<file path="config.mk">
export PLATFORM = sky130hd
export DESIGN_NAME = can_tq_prescaler
export DESIGN_NICKNAME = d
export VERILOG_FILES = /design/src/rtl/can_tq_pkg.sv /design/src/rtl/can_tq_cfg_reg.sv /design/src/rtl/can_tq_divider.sv /design/src/rtl/can_tq_jump_limit.sv /design/src/rtl/can_tq_prescaler.sv
export SDC_FILE = /design/constraint.sdc
export NUM_CORES = 1
export LEC_CHECK = 0
export BUFFER_PORTS_ARGS = -buffer_cell sky130_fd_sc_hd__buf_2
export CAP_MARGIN = 10
export CORE_ASPECT_RATIO = 0.9
export CORE_UTILIZATION = 40
export DETAILED_ROUTE_END_ITERATION = 10
export HOLD_SLACK_MARGIN = 0.1
export PLACE_DENSITY = 0.69
export REMOVE_ABC_BUFFERS = 1
export SYNTH_ARGS = -nofsm -noshare
export SYNTH_HDL_FRONTEND = slang
export SYNTH_SLANG_ARGS = --single-unit
export TNS_END_PERCENT = 30
</file>
<file path="constraint.sdc">
create_clock -name clk -period 5.05 [get_ports clk]
set_input_delay 0.7575 -clock clk [delete_from_list [all_inputs] [get_ports clk]]
set_output_delay 0.7575 -clock clk [all_outputs]
set_load 0.05 [all_outputs]
</file>
<file path="src/rtl/can_tq_pkg.sv">
package can_tq_pkg;
    localparam int SJW_BITS = 2;
    localparam int BRP_BITS = 6;
    localparam int CFG_BITS = SJW_BITS + BRP_BITS;

    typedef struct packed {
        logic [SJW_BITS-1:0] sjw;
        logic [BRP_BITS-1:0] brp;
    } tq_cfg_t;
endpackage

</file>
<file path="src/rtl/can_tq_cfg_reg.sv">
module can_tq_cfg_reg
    import can_tq_pkg::*;
(
    input  logic                clk,
    input  logic                rst_n,
    input  logic                init_mode,
    input  logic                wr_en,
    input  logic [CFG_BITS-1:0] wr_data,
    output tq_cfg_t             cfg_q
);
    tq_cfg_t cfg_d;

    always_comb begin
        cfg_d = cfg_q;
        if (wr_en && init_mode) begin
            cfg_d = tq_cfg_t'(wr_data);
        end
    end

    always_ff @(posedge clk or negedge rst_n) begin
        if (!rst_n) cfg_q <= '0;
        else        cfg_q <= cfg_d;
    end

    // Outside initialization mode the byte must not move.
    assert_write_locked_R3: assert property (@(posedge clk) disable iff (!rst_n)
        !init_mode |=> $stable(cfg_q));
    // An accepted write lands in the register on the following cycle.
    assert_write_taken_R2: assert property (@(posedge clk) disable iff (!rst_n)
        (init_mode && wr_en) |=> (cfg_q == tq_cfg_t'($past(wr_data))));
endmodule

</file>
<file path="src/rtl/can_tq_divider.sv">
module can_tq_divider #(
    parameter int BRP_W = 6
) (
    input  logic             clk,
    input  logic             rst_n,
    input  logic             init_mode,
    input  logic [BRP_W-1:0] brp,
    output logic             tick
);
    typedef struct packed {
        logic [BRP_W-1:0] cnt;
    } div_state_t;

    div_state_t st_d, st_q;

    always_comb begin
        st_d = st_q;
        tick = !init_mode && (st_q.cnt == brp);
        if (init_mode || tick) begin
            st_d.cnt = '0;
        end else begin
            st_d.cnt = st_q.cnt + 1'b1;
        end
    end

    always_ff @(posedge clk or negedge rst_n) begin
        if (!rst_n) st_q <= '0;
        else        st_q <= st_d;
    end

    assert_no_tick_in_init_R6: assert property (@(posedge clk) disable iff (!rst_n)
        init_mode |-> !tick);
    assert_cnt_bounded_R5: assert property (@(posedge clk) disable iff (!rst_n)
        !init_mode |-> (st_q.cnt <= brp));
    assert_wrap_after_tick_R5: assert property (@(posedge clk) disable iff (!rst_n)
        tick |=> (st_q.cnt == '0));
    assert_fresh_start_R7: assert property (@(posedge clk) disable iff (!rst_n)
        $fell(init_mode) |-> (st_q.cnt == '0));
endmodule

</file>
<file path="src/rtl/can_tq_jump_limit.sv">
module can_tq_jump_limit #(
    parameter int SJW_W = 2,
    parameter int PH_W  = 6
) (
    input  logic                   clk,
    input  logic                   rst_n,
    input  logic [SJW_W-1:0]       sjw_code,
    input  logic signed [PH_W-1:0] err,
    output logic signed [PH_W-1:0] corr
);
    localparam int LIM_W = SJW_W + 1;

    logic [LIM_W-1:0]       lim_u;
    logic signed [PH_W-1:0] lim_pos;
    logic signed [PH_W-1:0] lim_neg;

    always_comb begin
        lim_u   = {1'b0, sjw_code} + 1'b1;
        lim_pos = signed'(PH_W'(lim_u));
        lim_neg = -lim_pos;
        if (err > lim_pos)      corr = lim_pos;
        else if (err < lim_neg) corr = lim_neg;
        else                    corr = err;
    end

    assert_corr_bounded_R9: assert property (@(posedge clk) disable iff (!rst_n)
        (corr <= signed'(PH_W'(sjw_code) + PH_W'(1)))
        && (corr >= -signed'(PH_W'(sjw_code) + PH_W'(1))));
    assert_inside_passes_R8: assert property (@(posedge clk) disable iff (!rst_n)
        ((err <= signed'(PH_W'(sjw_code) + PH_W'(1)))
         && (err >= -signed'(PH_W'(sjw_code) + PH_W'(1)))) |-> (corr == err));
endmodule

</file>
<file path="src/rtl/can_tq_prescaler.sv">
module can_tq_prescaler
    import can_tq_pkg::*;
#(
    parameter int PH_W = 6
) (
    input  logic                       clk,
    input  logic                       rst_n,
    input  logic                       init_mode,
    input  logic                       cfg_wr_en,
    input  logic [CFG_BITS-1:0]        cfg_wr_data,
    output logic [CFG_BITS-1:0]        cfg_rd_data,
    input  logic signed [PH_W-1:0]     phase_err,
    output logic                       tq_tick,
    output logic signed [PH_W-1:0]     jump_corr
);
    tq_cfg_t cfg_q;

    can_tq_cfg_reg i_cfg (
        .clk       (clk),
        .rst_n     (rst_n),
        .init_mode (init_mode),
        .wr_en     (cfg_wr_en),
        .wr_data   (cfg_wr_data),
        .cfg_q     (cfg_q)
    );

    can_tq_divider #(.BRP_W(BRP_BITS)) i_div (
        .clk       (clk),
        .rst_n     (rst_n),
        .init_mode (init_mode),
        .brp       (cfg_q.brp),
        .tick      (tq_tick)
    );

    can_tq_jump_limit #(.SJW_W(SJW_BITS), .PH_W(PH_W)) i_jump (
        .clk      (clk),
        .rst_n    (rst_n),
        .sjw_code (cfg_q.sjw),
        .err      (phase_err),
        .corr     (jump_corr)
    );

    assign cfg_rd_data = cfg_q;
endmodule

</file>
==> flow_summary.json <==
{
  "nets": 177,
  "nFillCells": 236,
  "final_util": 0.522,
  "grt_pass1_wl_um": 3770,
  "crit_slowest_cell": "dfrtp_1",
  "numCtsBuffers": 3,
  "netlist_area_sq_um": 1100,
  "rows": 17,
  "final_common_cell": "buf_2",
  "fin_skew_ns": 0.00362,
  "cp_slowest_stage_delay_ns": 0.49,
  "total_power_mw": 0.446,
  "clock_sinks": 14,
  "wl_per_cell_um": 12.8,
  "avgSynthCellArea_sq_um": 10.1,
  "regArea_sq_um": 350,
  "wirelength_um": 2200,
  "drv_slew": 0,
  "path_cells": "inv_1 -> ha_1 -> xor2_1 -> ha_1 -> nor2b_1 -> o2111ai_2 -> a31oi_4 -> nor2b_1 -> mux2i_1 -> buf_2",
  "num_vias": 900,
  "synth_flop_cell": "dfrtp_1",
  "first_global_vias": 867,
  "io_buffers": 32,
  "drcViolationCount": 1,
  "powerDensity_nw_per_um2": 337,
  "grt-busiest-layer": "met2",
  "antenna_found_initial": 0,
  "final_cell_mix": "buf_2 (32), dfrtp_1 (14), ha_1 (13)",
  "antenna_left": 0,
  "gp_congestion": 0.816,
  "power_leakage_nw": 0.668,
  "clk_latency_ns": 0.27,
  "first_pass_iters": 7,
  "required_ns": 4.29,
  "ys_ff_latch": 14,
  "worstPathMaxFanout": 8,
  "startpoint_type": "flop",
  "violations": "DRC",
  "synth-async-reset-ratio": 1.00,
  "synth-edff-count": 0,
  "yosysSeqAreaShare": 0.317,
  "critPathKind": "flop to output port",
  "worst-r2r-setup-slack_ns": 3.67,
  "grt.overflow.total": 0,
  "status": "finished with violations",
  "grt_util_met2": 0.267,
  "min_path_type": "input port to asynchronous set/reset pin",
  "h-tree-depth": 1,
  "netlist.area_leader.share": 0.317,
  "viasPerCell": 5.23,
  "post_cts_resized": 0,
  "crit_start": "i_cfg.cfg_q[6]",
  "synth_area_leaders": "dfrtp_1 (32%), ha_1 (15%), mux2_1 (8.2%)",
  "rsz0062_at_grt": "false",
  "maxCapViolCount": 0,
  "min_period_ns": 3.84,
  "root_buffer": "clkbuf_4",
  "core_area_sq_um": 2530,
  "cp.arrival_ns": 3.08,
  "tightest_slew_ns": 0.468,
  "end_kind": "output port",
  "setup_tns_ns": 0,
  "die_area_sq_um": 2980,
  "post_cts_buffers": 0,
  "n_antenna_cell": 0,
  "grt_usage": 0.166,
  "reg2reg_depth": 5,
  "finalSetupViolCount": 0,
  "endpoint": "jump_corr[0]",
  "finalCritPeriodShare": 0.760,
  "place_hpwl_um": 1830,
  "io_pins": 33,
  "grtUsageMet1": 0.228,
  "multi_input_area_sq_um": 721,
  "hold_ws_ns": 0.362,
  "hold_viol": 0,
  "maxSlewHeadroom": 0.687,
  "timing.rr.start": "i_cfg.cfg_q[5]",
  "die-height_um": 51.9,
  "grt_max_degree": 15,
  "ys_warn_count": 0,
  "r2r_end": "i_div.st_q[3]",
  "cts_hold_buf": 0,
  "use_met3": 0.0448,
  "drive_above_1_share": 0.292,
  "cts_buffer_depth": 2,
  "synth_cell_types": 30,
  "vdd_ir_drop_max_mv": 0.154,
  "synth_top_area_cell": "dfrtp_1",
  "start_util": 0.436,
  "drt_iter0_markers": 23,
  "cts_tree": "built",
  "synthCells": 109,
  "max_freq_mhz": 260,
  "clk_pin_slew_ns": 0.08,
  "area_growth_pct": 19.7,
  "die_x_um": 57.4
}
## worst max-delay path, delay by kind of cell (launching register included)
| family | cells | cell delay [ns] |
|---|---|---|
| multiplexers | 1 | 0.18 |
| adder cells (fa/ha/maj) | 2 | 0.65 |
| flip-flops | 1 | 0.49 |
| AO/OA/AOI/OAI | 2 | 0.52 |
| XOR/XNOR | 1 | 0.18 |
| buffers and inverters | 2 | 0.43 |
| AND/OR/NAND/NOR | 2 | 0.36 |
## sequential cells by signal (all words and copies together), names as in the netlist
signal / cells
i_div.st_q: 6
i_cfg.cfg_q: 8
## how the worst min path moves through the flow
stage | start | endpoint | slack (ns) | depth (start not counted)
after floorplan | rst_n | i_cfg.cfg_q[0] | 0.46 | 0
after global placement | i_div.st_q[0] | i_div.st_q[0] | 0.50 | 1
after detailed placement | i_div.st_q[0] | i_div.st_q[0] | 0.50 | 1
after CTS | rst_n | i_cfg.cfg_q[2] | 0.37 | 1
after global routing | rst_n | i_cfg.cfg_q[2] | 0.36 | 1
final | rst_n | i_cfg.cfg_q[4] | 0.36 | 1
## Yosys cell counts, types with 2 or more instances
library cell	number
mux2_1	8
nor2_1	11
dfrtp_1	14
inv_1	9
xnor2_1	4
ha_1	13
a21oi_1	2
nor3_1	5
xor2_1	7
nor2b_1	2
o211ai_1	2
nand3_1	6
nand2_1	6
mux2i_1	4
## cell families (layout without fill, tap and decap cells)
logic type	count (synthesis)	in the layout	share of synthesized area
AO/OA/AOI/OAI	15	15	0.145
adder cells (fa/ha/maj)	13	13	0.147
XOR/XNOR	11	11	0.0872
buffers and inverters	9	44	0.0306
AND/OR/NAND/NOR	35	35	0.155
multiplexers	12	12	0.118
flip-flops	14	14	0.317
## cell type report
class,instances,share of cell area
timing repair buffer,32,0.121
clock buffer,3,0.0170
sequential,14,0.265
multi-input combinational,86,0.545
tap,28,0.0265
inverter,9,0.0255
## report_power, final
group / switching (mW) / internal, mW / total (mW) / leakage [nW]
combinational: 0.163 / 0.0837 / 0.247 / 0.479
sequential: 0.0142 / 0.124 / 0.138 / 0.175
clock: 0.0328 / 0.0276 / 0.0604 / 0.0138
total: 0.210 / 0.236 / 0.446 / 0.668
## stage by stage
step                std cells  area [sq um]  setup slack [ns]
finish                    172          1320              1.21
global route              172          1320             0.993
CTS                       172          1320              1.22
detailed placement        169          1300              1.56
global placement          169          1300              1.63
floorplan                 109          1100             0.819
## layer usage
layer / up-vias / wire (um)
li1: 455 / -
met1: 419 / 1090
met2: 26 / 1010
met3: 0 / 104
met4: 0 / 0
met5: - / 0
No activity file was read; power rests on OpenSTA's default activity.
